$ cat src/rtl/gap_pkg.sv
package gap_pkg;
  localparam int CODE_W = 3;
  localparam int CNT_W  = 4;

  // non-linear idle code: 0,1 direct; above that two clocks per step
  function automatic logic [CNT_W-1:0] idle_clocks(input logic [CODE_W-1:0] code);
    if (code < CODE_W'(2)) return CNT_W'(code);
    else return {code, 1'b0} - CNT_W'(2);
  endfunction
endpackage

$ cat src/rtl/gap_regfile.sv
module gap_regfile #(
  parameter int NUM_AREAS = 8,
  parameter int DATA_W    = 32,
  parameter int ADDR_W    = 4,
  parameter logic [DATA_W-1:0] AREA_RST = 32'h7000_0000
) (
  input  logic                              clk,
  input  logic                              por_rst,
  input  logic                              we,
  input  logic [ADDR_W-1:0]                 addr,
  input  logic [DATA_W-1:0]                 wdata,
  output logic [DATA_W-1:0]                 rdata,
  output logic [NUM_AREAS-1:0][DATA_W-2:0]  cfg,
  output logic                              keep_drv
);
  logic [DATA_W-1:0] rd_next;

  for (genvar i = 0; i < NUM_AREAS; i++) begin : g_area
    always_ff @(posedge clk) begin
      if (por_rst)                                cfg[i] <= AREA_RST[DATA_W-2:0];
      else if (we && addr == ADDR_W'(i))          cfg[i] <= wdata[DATA_W-2:0];
    end
  end

  always_ff @(posedge clk) begin
    if (por_rst)                                  keep_drv <= 1'b0;
    else if (we && addr == ADDR_W'(NUM_AREAS))    keep_drv <= wdata[0];
  end

  always_comb begin
    rd_next = '0;
    for (int i = 0; i < NUM_AREAS; i++)
      if (addr == ADDR_W'(i)) rd_next = {1'b0, cfg[i]};
    if (addr == ADDR_W'(NUM_AREAS)) rd_next[0] = keep_drv;
  end

  always_ff @(posedge clk) begin
    if (por_rst) rdata <= '0;
    else         rdata <= rd_next;
  end


  reserved_bit_chk: assert property (@(posedge clk) disable iff (por_rst)
    rdata[DATA_W-1] == 1'b0);

  por_default_chk: assert property (@(posedge clk)
    $past(por_rst) |-> cfg[0] == AREA_RST[DATA_W-2:0] && !keep_drv);
endmodule

$ cat src/rtl/gap_area_timer.sv
module gap_area_timer
  import gap_pkg::*;
(
  input  logic             clk,
  input  logic             clr,
  input  logic             load,
  input  logic [CNT_W-1:0] load_val,
  output logic             hold
);
  logic [CNT_W-1:0] cnt;

  always_ff @(posedge clk) begin
    if (clr)               cnt <= '0;
    else if (load)         cnt <= load_val;
    else if (cnt != '0)    cnt <= cnt - 1'b1;
  end

  // a count of one expires this clock, so it no longer blocks
  assign hold = cnt > CNT_W'(1);


  cnt_range_chk: assert property (@(posedge clk) disable iff (clr)
    cnt <= CNT_W'(12));
endmodule

$ cat src/rtl/gap_sequencer.sv
module gap_sequencer #(
  parameter int NUM_AREAS = 8,
  parameter int AREA_W    = 3
) (
  input  logic                 clk,
  input  logic                 rst,
  input  logic                 req_valid,
  input  logic [AREA_W-1:0]    req_area,
  input  logic                 req_write,
  input  logic                 cyc_done,
  input  logic [NUM_AREAS-1:0] hold_vec,
  input  logic [NUM_AREAS-1:0] gap_nz_vec,
  output logic                 cyc_start,
  output logic                 busy,
  output logic [AREA_W-1:0]    cur_area,
  output logic                 cur_write,
  output logic                 wr_done
);
  logic ending, free, same_gap, accept;

  assign ending   = busy && cyc_done;
  assign free     = !busy || ending;
  assign wr_done  = ending && cur_write;
  // look ahead: a write finishing now to the requested area with a gap
  assign same_gap = wr_done && cur_area == req_area && gap_nz_vec[cur_area];
  assign accept   = req_valid && !cyc_start && free && !hold_vec[req_area] && !same_gap;

  always_ff @(posedge clk) begin
    if (rst) begin
      cyc_start <= 1'b0;
      busy      <= 1'b0;
      cur_area  <= '0;
      cur_write <= 1'b0;
    end else begin
      cyc_start <= accept;
      if (accept) begin
        busy      <= 1'b1;
        cur_area  <= req_area;
        cur_write <= req_write;
      end else if (ending) begin
        busy      <= 1'b0;
      end
    end
  end


  start_single_chk: assert property (@(posedge clk) disable iff (rst)
    cyc_start |=> !cyc_start);

  held_req_chk: assert property (@(posedge clk) disable iff (rst)
    (req_valid && !busy && hold_vec[req_area]) |=> !cyc_start);

  start_has_req_chk: assert property (@(posedge clk) disable iff (rst)
    cyc_start |-> $past(req_valid));
endmodule

$ cat src/rtl/bus_turnaround_gap.sv
module bus_turnaround_gap
  import gap_pkg::*;
#(
  parameter int NUM_AREAS = 8,
  parameter int DATA_W    = 32,
  parameter int IDLE_LSB  = 28,
  parameter logic [DATA_W-1:0] AREA_RST = 32'h7000_0000,
  localparam int AREA_W   = $clog2(NUM_AREAS),
  localparam int ADDR_W   = $clog2(NUM_AREAS + 1)
) (
  input  logic              clk,
  input  logic              por_rst,
  input  logic              man_rst,
  input  logic              reg_we_i,
  input  logic [ADDR_W-1:0] reg_addr_i,
  input  logic [DATA_W-1:0] reg_wdata_i,
  output logic [DATA_W-1:0] reg_rdata_o,
  input  logic              req_valid_i,
  input  logic [AREA_W-1:0] req_area_i,
  input  logic              req_write_i,
  input  logic              cyc_done_i,
  output logic              cyc_start_o,
  output logic [AREA_W-1:0] cyc_area_o,
  output logic              cyc_write_o,
  input  logic              standby_i,
  input  logic              bus_rel_i,
  output logic              strobe_oe_o
);
  logic [NUM_AREAS-1:0][DATA_W-2:0] cfg;
  logic                             keep_drv;
  logic [NUM_AREAS-1:0]             hold_vec, gap_nz_vec;
  logic                             busy, wr_done, seq_rst;

  assign seq_rst = por_rst || man_rst;

  gap_regfile #(.NUM_AREAS(NUM_AREAS), .DATA_W(DATA_W), .ADDR_W(ADDR_W),
                .AREA_RST(AREA_RST)) u_regs (
    .clk(clk), .por_rst(por_rst), .we(reg_we_i), .addr(reg_addr_i),
    .wdata(reg_wdata_i), .rdata(reg_rdata_o), .cfg(cfg), .keep_drv(keep_drv));

  for (genvar i = 0; i < NUM_AREAS; i++) begin : g_timer
    logic [CNT_W-1:0] idle_n;
    assign idle_n        = idle_clocks(cfg[i][IDLE_LSB +: CODE_W]);
    assign gap_nz_vec[i] = idle_n != '0;
    gap_area_timer u_tmr (
      .clk(clk), .clr(seq_rst),
      .load(wr_done && cyc_area_o == AREA_W'(i)),
      .load_val(idle_n), .hold(hold_vec[i]));
  end

  gap_sequencer #(.NUM_AREAS(NUM_AREAS), .AREA_W(AREA_W)) u_seq (
    .clk(clk), .rst(seq_rst), .req_valid(req_valid_i), .req_area(req_area_i),
    .req_write(req_write_i), .cyc_done(cyc_done_i), .hold_vec(hold_vec),
    .gap_nz_vec(gap_nz_vec), .cyc_start(cyc_start_o), .busy(busy),
    .cur_area(cyc_area_o), .cur_write(cyc_write_o), .wr_done(wr_done));

  always_ff @(posedge clk) begin
    if (por_rst) strobe_oe_o <= 1'b0;
    else         strobe_oe_o <= !(standby_i || bus_rel_i) || keep_drv;
  end


  oe_active_chk: assert property (@(posedge clk) disable iff (por_rst)
    (!standby_i && !bus_rel_i) |=> strobe_oe_o);

  other_area_free_chk: assert property (@(posedge clk) disable iff (seq_rst)
    (wr_done && req_valid_i && req_area_i != cyc_area_o && !cyc_start_o
     && !hold_vec[req_area_i]) |=> cyc_start_o);
endmodule

$ cat config.mk
export PLATFORM = sky130hd
export DESIGN_NAME = bus_turnaround_gap
export DESIGN_NICKNAME = d
export VERILOG_FILES = /design/src/rtl/gap_pkg.sv /design/src/rtl/gap_regfile.sv /design/src/rtl/gap_area_timer.sv /design/src/rtl/gap_sequencer.sv /design/src/rtl/bus_turnaround_gap.sv
export SDC_FILE = /design/constraint.sdc
export NUM_CORES = 1
export LEC_CHECK = 0
export ABC_AREA = 1
export ABC_CLOCK_PERIOD_IN_PS = 1800
export BUFFER_PORTS_ARGS = -buffer_cell sky130_fd_sc_hd__buf_2
export CAP_MARGIN = 20
export CELL_PAD_IN_SITES_DETAIL_PLACEMENT = 0
export CELL_PAD_IN_SITES_GLOBAL_PLACEMENT = 2
export CORE_MARGIN = 2
export CORE_UTILIZATION = 28
export DETAILED_ROUTE_END_ITERATION = 10
export PLACE_DENSITY_LB_ADDON = 0.2
export SLEW_MARGIN = 20
export SYNTH_ARGS = -nofsm -noshare
export SYNTH_HDL_FRONTEND = slang
export SYNTH_SLANG_ARGS = --single-unit
$ cat constraint.sdc
create_clock -name clk -period 1.8 [get_ports clk]
set_clock_uncertainty 0.15 [all_clocks]
set_input_delay 0.18 -clock clk [delete_from_list [all_inputs] [get_ports clk]]
set_output_delay 0.18 -clock clk [all_outputs]
set_load 0.005 [all_outputs]
==> results.toml, run 1 <==
[setup_path]
rrSetupSlack_ns = 0.03
r2r-end = "u_seq.cur_area[1]"
crit_path_end_kind = "flop"
cp-start-kind = "flop"
r2r-start = "u_regs.cfg[28]"
cp_max_fo = 5
cp_common_cell = "nand2_1"
path_cells = "inv_2 > ha_4 > inv_1 > o21ai_0 > nand3_1 > nand2_2 > o21ai_2 > nand3_2 > nand2_4 > nand2_1 > nand2_1 > nor2_1"
crit_path_start = "u_regs.cfg[28]"
max_stage_delay_ns = 0.34
worstSetupEndpoint = "u_seq.cur_area[1]"
worst_path_max_delay_cell = "dfxtp_1"
critPathKind = "reg -> reg"
crit_arrival_ns = 2.06
ff2ff_path_depth = 12
cp.required_ns = 2.09

[synthesis]
ys_types = 37
synth-async-reset-ratio = 0
syn_inst = 1929
synth-main-ff-cell = "dfxtp_1"
ys_ff_latch = 319
avgSynthCellArea_sq_um = 7.23
yosys_warnings = 0
ys_seq_area_frac = 0.458
synth_edf_count = 0
syn_nets = 2001
syn_area_sq_um = 13900

[placement]
placed_cell_area_sq_um = 16400
portBuffers = 83
post-dp-hpwl_um = 32500
post-place-ws_ns = -0.207
place_inst = 2756
gp_congestion = 0.764

[power_and_ir_drop]
p_leak_uw = 0.00785
irDropWorstVdd_uv = 613
power_density_nw_per_um2 = 1000

[floorplan]
start_util = 0.284
core_area_sq_um = 49100
die_w_um = 227
fp.dieArea_sq_um = 51600
rows = 81
ios = 86
die_h_um = 227

[finish]
layout-drive-gt1-share = 0.221
antenna_cells = 0
area_growth_pct = 33.1
num-fill-cells = 5259
design_area_sq_um = 18600
fin_nets = 2276
stdcell_count = 2890

[global_routing]
overflow = 0
grt-busiest-layer = "met2"
grtUsageTotal = 0.187
grt_pass1_wl_um = 74300
antenna_found_initial = 2
grt_max_degree = 68
grtUsageMet3 = 0.0232
grt_util_met1 = 0.260
grt_use_met2 = 0.309
first_global_vias = 12800

[sta]
min_period_over_period = 0.983
rsz0062_at_grt = "yes"
drv_slew = 0
max_slew_margin = 0.552
fin_ws_ns = 0.0303
worst_pin_slew_ns = 0.671
setup_violations = 0
period_needed_ns = 1.77
max_freq_ghz = 0.565
hold_viol_final = 0

[clocking]
max-clock-path-buffers = 3
cts_tree = "yes"
cts_max_level = 2
cts_sinks = 319
cts_buffers = 39
worstSkewPairLatency_ns = 0.55
cts_root_buffer = "clkbuf_16"
clk_pin_slew_ns = 0.06

[drt]
drt-initial-drc-count = 778
dr_total_vias = 13300
avgRoutedWirePerCell_um = 16.6
first_pass_iters = 5
via_per_inst = 4.60
ant_nets = 0
drt-total-wl_um = 48000
drc = 0

[run]
cap_violations = 0

[min_path]
hold_path_class = "in -> reg"

[status]
outcome = "complete, no violations"
synth_stat cells, drive strengths merged, types with 2 or more instances:
cell | instances | share of area
o2111ai | 14 | 0.0088
o21ai | 264 | 0.095
o221ai | 7 | 0.0044
nor2 | 396 | 0.11
or2 | 2 | 0.00090
o211ai | 18 | 0.0097
inv | 240 | 0.065
a221oi | 2 | 0.0013
clkbuf | 67 | 0.018
o22ai | 19 | 0.0085
nor4 | 18 | 0.0081
xor2 | 11 | 0.0069
a21oi | 174 | 0.062
buf | 41 | 0.017
nand4 | 19 | 0.0085
dfxtp | 319 | 0.46
ha | 24 | 0.022
nand3 | 35 | 0.013
xnor2 | 7 | 0.0044
a211oi | 16 | 0.0086
nor3 | 23 | 0.0083
nand2 | 209 | 0.058
nand3b | 2 | 0.0011
report_power, final:
group          total (uW)  switching [uW]  internal [uW]
Combinational        3590            1980           1610
Sequential           7680             235           7440
Clock                7340            3050           4290
Total               18600            5260          13300
worst max-delay path: cells and delay by family (launching register included):
kind,cells,cell delay [ns]
adder cells (fa/ha/maj),1,0.24
AO/OA/AOI/OAI,2,0.20
buffers and inverters,2,0.10
flip-flops,1,0.34
AND/OR/NAND/NOR,7,0.64
layout by cell type (no fill, tap or decap), types with 14 or more instances in the layout:
cell	instances
nor2_2	14
nor4_1	18
buf_12	25
nand3_1	23
nand2_2	14
o2111ai_1	14
dfxtp_2	22
a21oi_1	173
nand4_1	19
o21ai_0	249
nand2_1	193
inv_2	39
o211ai_1	18
buf_4	190
a211oi_1	16
o22ai_1	19
inv_1	195
nor2_1	371
dlygate4sd3_1	43
dfxtp_1	296
clkbuf_16	39
nor3_1	21
buf_2	82
flip-flops by register name, indices dropped and copies added (netlist names):
register           cells
g_timer.u_tmr.cnt     32
strobe_oe_o            1
u_regs.cfg           248
u_regs.keep_drv        1
u_regs.rdata          31
u_seq.busy             1
u_seq.cur_area         3
u_seq.cur_write        1
u_seq.cyc_start        1
worst min-delay path by stage:
| stage | from | endpoint | slack, ns | cells after the start |
|---|---|---|---|---|
| floorplan | por_rst | u_regs.cfg[28] | 0.13 | 2 |
| global placement | req_write_i | u_seq.cur_write | 0.27 | 3 |
| detailed placement | req_write_i | u_seq.cur_write | 0.26 | 3 |
| CTS | reg_addr_i[2] | u_regs.rdata[0] | 0.05 | 5 |
| global route | reg_addr_i[2] | u_regs.rdata[0] | 0.11 | 5 |
| finish | reg_addr_i[2] | u_regs.rdata[0] | 0.09 | 5 |
area by class of cell:
type / instances / area [sq um] / area share
clock inverter: 5 / 28.8 / 0.00155
clock buffer: 58 / 1130 / 0.0607
timing repair buffer: 341 / 2780 / 0.150
multi-input combinational: 1263 / 6460 / 0.348
sequential: 319 / 6420 / 0.346
inverter: 240 / 920 / 0.0495
tap: 664 / 831 / 0.0447
through the flow:
| step | util | TNS [ns] | hold slack [ns] | total power, uW |
|---|---|---|---|---|
| after floorplan | - | 0 | 0.130 | 9920 |
| after global placement | 0.335 | -2.25 | 0.274 | 11200 |
| after detailed placement | 0.335 | -3.06 | 0.262 | 11200 |
| after CTS | 0.374 | 0 | 0.0521 | 18800 |
| after global routing | 0.379 | -0.557 | 0.106 | 19700 |
| final | 0.379 | 0 | 0.0947 | 18600 |
metal layers:
metal | share of wire | wire [um] | vias up
li1 | - | - | 6840
met1 | 0.49 | 23700 | 6181
met2 | 0.45 | 21800 | 219
met3 | 0.035 | 1700 | 55
met4 | 0.016 | 789 | 0
met5 | 0 | 0 | -
timing repair:
item	CTS	global route
setup endpoints to repair	6	18
pin swaps	35	27
hold buffers	44	0
gates cloned	1	0
buffers inserted	20	7
hold endpoints to repair	273	0
gates resized for setup	51	76
cell families after synthesis:
kind of cell / share of synthesized area
other: 0.000269
buffers and inverters: 0.100
flip-flops: 0.458
adder cells (fa/ha/maj): 0.0215
XOR/XNOR: 0.0113
AND/OR/NAND/NOR: 0.210
AO/OA/AOI/OAI: 0.199
(Power assumes the default switching activity.)
==> run 2: changes to the inputs <==
==> constraint.sdc (replaced) <==
create_clock -name clk -period 1.8 [get_ports clk]
set_clock_uncertainty 0.15 [all_clocks]
set_input_delay 0.36 -clock clk [delete_from_list [all_inputs] [get_ports clk]]
set_output_delay 0.36 -clock clk [all_outputs]
set_load 0.005 [all_outputs]
==> run 2 against run 1 <==
The run now ends with negative setup slack left. Clock-buffer cell count up 6. Utilization up 0.14 points. Sequential share of layout area down 0.18 points. Hold slack worse by 0.065 ns. Critical path depth down 3. Sequential power about the same. Register-to-register slack worse by 0.02 ns. Critical path type is now in -> reg. Largest cell class is now sequential cells. Highest routed layer is now met5.
==> results.toml, run 2 (same netlist as run 1, synthesis figures left out) <==
[global_routing]
grt_max_degree = 39
grt_pass1_wl_um = 74600
antenna_found_initial = 5
first_global_vias = 12700
grtUsageTotal = 0.188
overflow = 0

[status]
outcome = "finished, violations left"
violations = "negative setup slack"

[finish]
largest_reg_flops = 248
layout-drive-gt1-share = 0.213
top_regs = "u_regs.cfg (248), g_timer.u_tmr.cnt (32), u_regs.rdata (31)"
top_register = "u_regs.cfg"
num-fill-cells = 5228
mostFrequentLayoutCell = "nor2_1"
stdcell_count = 2891
fin_nets = 2270
multi_input_area_sq_um = 6390
fin_util = 0.380
seq_area_sq_um = 6410
area_growth_pct = 33.6
layout_common_cells = "nor2_1 (372), dfxtp_1 (302), o21ai_0 (250), inv_1 (210), nand2_1 (198)"

[sta]
setup_violations = 1
max_freq_ghz = 0.556
fin_ws_ns = -0.000161
period_needed_ns = 1.80
setup_tns_ns = -0.000161
hold-worst-slack_ns = 0.0302
drv_slew = 0
rsz0062_at_grt = "yes"
hold_viol_final = 0
min_period_over_period = 1.00

[power_and_ir_drop]
p_leak_uw = 0.00796
cell_internal_pwr_uw = 14000
power_frac_comb = 0.180
irDropWorstVdd_uv = 541
power_density_nw_per_um2 = 1040
clkPwrFrac = 0.424
seqPwrFrac = 0.396
netSwitchingFraction = 0.276
p_switching_uw = 5340

[run]
cap_violations = 0

[clocking]
cts_root_buffer = "clkbuf_16"
cts_tree = "yes"
cts_max_level = 2
cts_sinks = 319
max-clock-path-buffers = 3
cts_buffers = 40
clk_pin_slew_ns = 0.06
worstSkewPairLatency_ns = 0.56

[setup_path]
r2r-start = "u_seq.cur_area[1]"
crit_path_end_kind = "flop"
max_stage_delay_ns = 0.53
worst_path_max_delay_cell = "dlygate4sd3_1"
cp.required_ns = 2.10
cp-start-kind = "primary input"
critPathKind = "in -> reg"
rrSetupSlack_ns = 0.01
path_cells = "dlygate4sd3_1 > buf_2 > xor2_1 > nor4_1 > nand3_2 > nand2_4 > nand2_1 > nand2_1 > nor2_1"
ff2ff_path_depth = 11
crit_path_start = "req_area_i[2]"
cp_max_fo = 5
crit_arrival_ns = 2.10
r2r-end = "u_seq.cur_area[1]"
cp_common_cell = "nand2_1"

[floorplan]
die_h_um = 227
die_w_um = 227
fp.dieArea_sq_um = 51600
rows = 81
ios = 86
core_area_sq_um = 49100
start_util = 0.284

[drt]
ant_nets = 0
avgRoutedWirePerCell_um = 16.6
drc = 0
drt-initial-drc-count = 669
first_pass_iters = 5
dr_total_vias = 13200
drt-total-wl_um = 47900
via_per_inst = 4.58

[placement]
place_inst = 2771
portBuffers = 83
post-dp-hpwl_um = 32800
post-place-ws_ns = -0.248
gp_congestion = 0.797

[min_path]
hold_depth = 3
worstHoldStart = "reg_wdata_i[8]"
hold_path_class = "in -> reg"
hold_path_end = "u_regs.cfg[194]"
## run 2: changes by cell type in the layout (fill, tap and decap cells not counted), sizes merged
cell | before | now
dlygate4sd3 | 43 | 29
buf | 298 | 305
clkbuf | 58 | 64
bufinv | 0 | 2
clkinvlp | 1 | 0
diode | 0 | 1
## run 2: stage by stage
step                      instance area [sq um]  power [uW]
after floorplan                           13900        9920
after global placement                    16600       11100
after detailed placement                  16600       11100
after CTS                                 18500       19500
after global routing                      18600       20400
final                                     18600       19300
## run 2: worst max-delay path by stage
stage                     slack (ns)  depth (start not counted)                end
after CTS                     0.0001                         12  u_seq.cur_area[1]
after detailed placement       -0.25                         12   u_regs.rdata[12]
after floorplan                 0.09                         12  u_seq.cur_area[0]
after global placement         -0.24                         12   u_regs.rdata[12]
after global routing           -0.15                         11  u_seq.cur_area[0]
final                        -0.0002                          9  u_seq.cur_area[1]
## run 2: repair_timing
item                                    in CTS  in global routing
buffers inserted                            18                  1
resized for setup                           35                 53
cloned                                       1                  0
hold buffers                                29                  0
endpoints found under the setup margin       6                 26
pin swaps                                   29                 19
endpoints found under the hold margin       77                  0
## run 2: layout make-up
class,count,share of cell area
Multi-Input combinational cell,1263,0.343
Sequential cell,319,0.344
Antenna cell,1,0.000134
Clock buffer,64,0.0672
Inverter,240,0.0490
Clock inverter,6,0.00430
Timing Repair Buffer,334,0.148
Tap cell,664,0.0446
## run 2: power groups by stage
stage	Combinational, uW	Clock, uW	Sequential, uW
after detailed placement	3300	0	7810
after global placement	3310	0	7800
after global routing	3960	8740	7700
after floorplan	2150	0	7770
final	3480	8190	7660
after CTS	3440	8450	7660
## run 2: routing by layer
metal | share of wire | vias up | global-route usage
li1 | - | 6826 | -
met4 | 0.020 | 2 | 0.0519
met3 | 0.035 | 66 | 0.0274
met2 | 0.46 | 221 | 0.309
met5 | 0.00027 | - | 0
met1 | 0.49 | 6114 | 0.258
## run 2: critical path, delay by kind of cell
kind	cells	cell delay (ns)
xor gates and xnor gates	1	0.15
and+or+nand+nor	6	0.89
buffers and inverters	2	0.68
==> run 3: changes to the inputs <==
- CORE_MARGIN: 2 -> unset
- MAX_ROUTING_LAYER: unset -> met4
==> run 3 against run 2 <==
The flow still finishes with violations (negative setup slack). Combinational power hardly changed. Hold slack worse by 0.0020 ns. Global-route usage is 1.2 points higher. Die area is 1.8% lower. First-iteration DRC count is 1.9% lower. Worst setup slack worse by 0.0018 ns. Total power is 0.65% lower. Register-to-register slack hardly changed. Utilization is 0.18 points higher. Critical path type is now reg -> reg.
==> results.toml, run 3 (same netlist as run 1, synthesis figures left out) <==
[power_and_ir_drop]
power_density_nw_per_um2 = 1030
irDropWorstVdd_uv = 538
p_leak_uw = 0.00795

[placement]
gp_congestion = 0.817
placed_cell_area_sq_um = 16700
post-place-ws_ns = -0.336
post-dp-hpwl_um = 33400
portBuffers = 83

[sta]
hold_viol_final = 0
period_needed_ns = 1.80
hold-worst-slack_ns = 0.0282
drv_slew = 0
setup_violations = 1
rsz0062_at_grt = "yes"
fin_ws_ns = -0.00194
min_period_over_period = 1.00
max_freq_ghz = 0.555

[run]
cap_violations = 0

[finish]
seq_area_sq_um = 6410
layout-drive-gt1-share = 0.217
fin_nets = 2276
mostFrequentLayoutCell = "nor2_1"
largest_reg_flops = 248
fin_util = 0.382
num-fill-cells = 5207
design_area_sq_um = 18700
multi_input_area_sq_um = 6400
layout_common_cells = "nor2_1 (372), dfxtp_1 (299), o21ai_0 (251), inv_1 (201), nand2_1 (198)"
area_growth_pct = 34.3
top_regs = "u_regs.cfg (248), g_timer.u_tmr.cnt (32), u_regs.rdata (31)"
top_register = "u_regs.cfg"

[status]
outcome = "finished, violations left"
violations = "negative setup slack"

[clocking]
max-clock-path-buffers = 3
cts_sinks = 319
cts_root_buffer = "clkbuf_16"
clk_pin_slew_ns = 0.06
cts_buffers = 40
cts_tree = "yes"
worstSkewPairLatency_ns = 0.56
cts_max_level = 2

[drt]
drt-initial-drc-count = 656
dr_total_vias = 13300
drc = 0
drt-total-wl_um = 48700
maxUsedRoutingLayer = "met4"
avgRoutedWirePerCell_um = 16.8
met2_length_um = 22800
wl_met3_um = 1400
ant_nets = 0
first_pass_iters = 4
via_per_inst = 4.59
wl_met1_um = 23400

[floorplan]
die_h_um = 225
fp.dieArea_sq_um = 50700
rows = 81
core_area_sq_um = 49100
start_util = 0.284
ios = 86
die_w_um = 225

[setup_path]
ff2ff_path_depth = 10
cp.required_ns = 2.09
critPathKind = "reg -> reg"
crit_arrival_ns = 2.09
cp_max_fo = 5
crit_path_end_kind = "flop"
rrSetupSlack_ns = -0.002
cp-start-kind = "flop"

[min_path]
hold_path_class = "in -> reg"
hold_depth = 3

[global_routing]
grt_max_degree = 41
antenna_found_initial = 1
grtUsageTotal = 0.200
first_global_vias = 12900
grt_pass1_wl_um = 75400
overflow = 0
[run 3: cell count changes in the layout (fill, tap and decap cells not counted), sizes merged]
| cell | delta |
|---|---|
| buf | +3 |
| bufinv | -1 |
| clkinv | +2 |
| dlygate4sd3 | +3 |
[run 3: worst paths after layout]
| check | end | startpoint |
|---|---|---|
| setup / recovery | u_seq.cur_area[1] | g_timer[3].u_tmr.cnt[0] |
| hold / removal | u_regs.cfg[102] | reg_wdata_i[9] |
| setup reg to reg | u_seq.cur_area[1] | g_timer[3].u_tmr.cnt[0] |
| hold reg to reg | u_regs.cfg[149] | u_regs.cfg[149] |
[run 3: through the flow]
stage               total power [uW]  cells  setup TNS, ns
floorplan                       9920   1929              0
global placement               11100   2778         -35.67
detailed placement             11100   2778         -36.53
CTS                            19400   2894              0
global route                   20200   2897         -0.780
finish                         19200   2898       -0.00194
[run 3: metal layers]
metal	GRT usage	vias up
li1	-	6839
met2	0.329	201
met3	0.0241	72
met1	0.255	6193
met4	0.0639	0
met5	-	-
[run 3: worst max-delay path: stages, from the launching register on]
cell	delay, ns
dfxtp_2	0.33
buf_6	0.12
ha_4	0.14
o211ai_1	0.33
nand3_1	0.14
nand3b_1	0.15
a21oi_4	0.09
nand2_4	0.10
nand2_1	0.06
nand2_1	0.05
nor2_1	0.04
[run 3: cell type report]
cell class | count | area share
Inverter | 240 | 0.0488
Clock inverter | 7 | 0.00381
Antenna cell | 1 | 0.000134
Tap cell | 664 | 0.0444
Timing Repair Buffer | 340 | 0.153
Multi-Input combinational cell | 1263 | 0.342
Sequential cell | 319 | 0.342
Clock buffer | 64 | 0.0664
[run 3: repair_timing]
item | 4_1_cts | 5_1_grt
endpoints found under the hold margin | 79 | 0
endpoints found under the setup margin | 6 | 26
cloned | 1 | 0
gates resized for setup | 45 | 51
pin swaps | 32 | 31
setup buffers | 13 | 4
hold buffers | 32 | 0
[run 3: power breakdown]
group          leakage [uW]  internal (uW)  switching [uW]
combinational       0.00473           1510            1950
sequential          0.00258           7440             243
clock              0.000650           4860            3200
total               0.00795          13800            5390
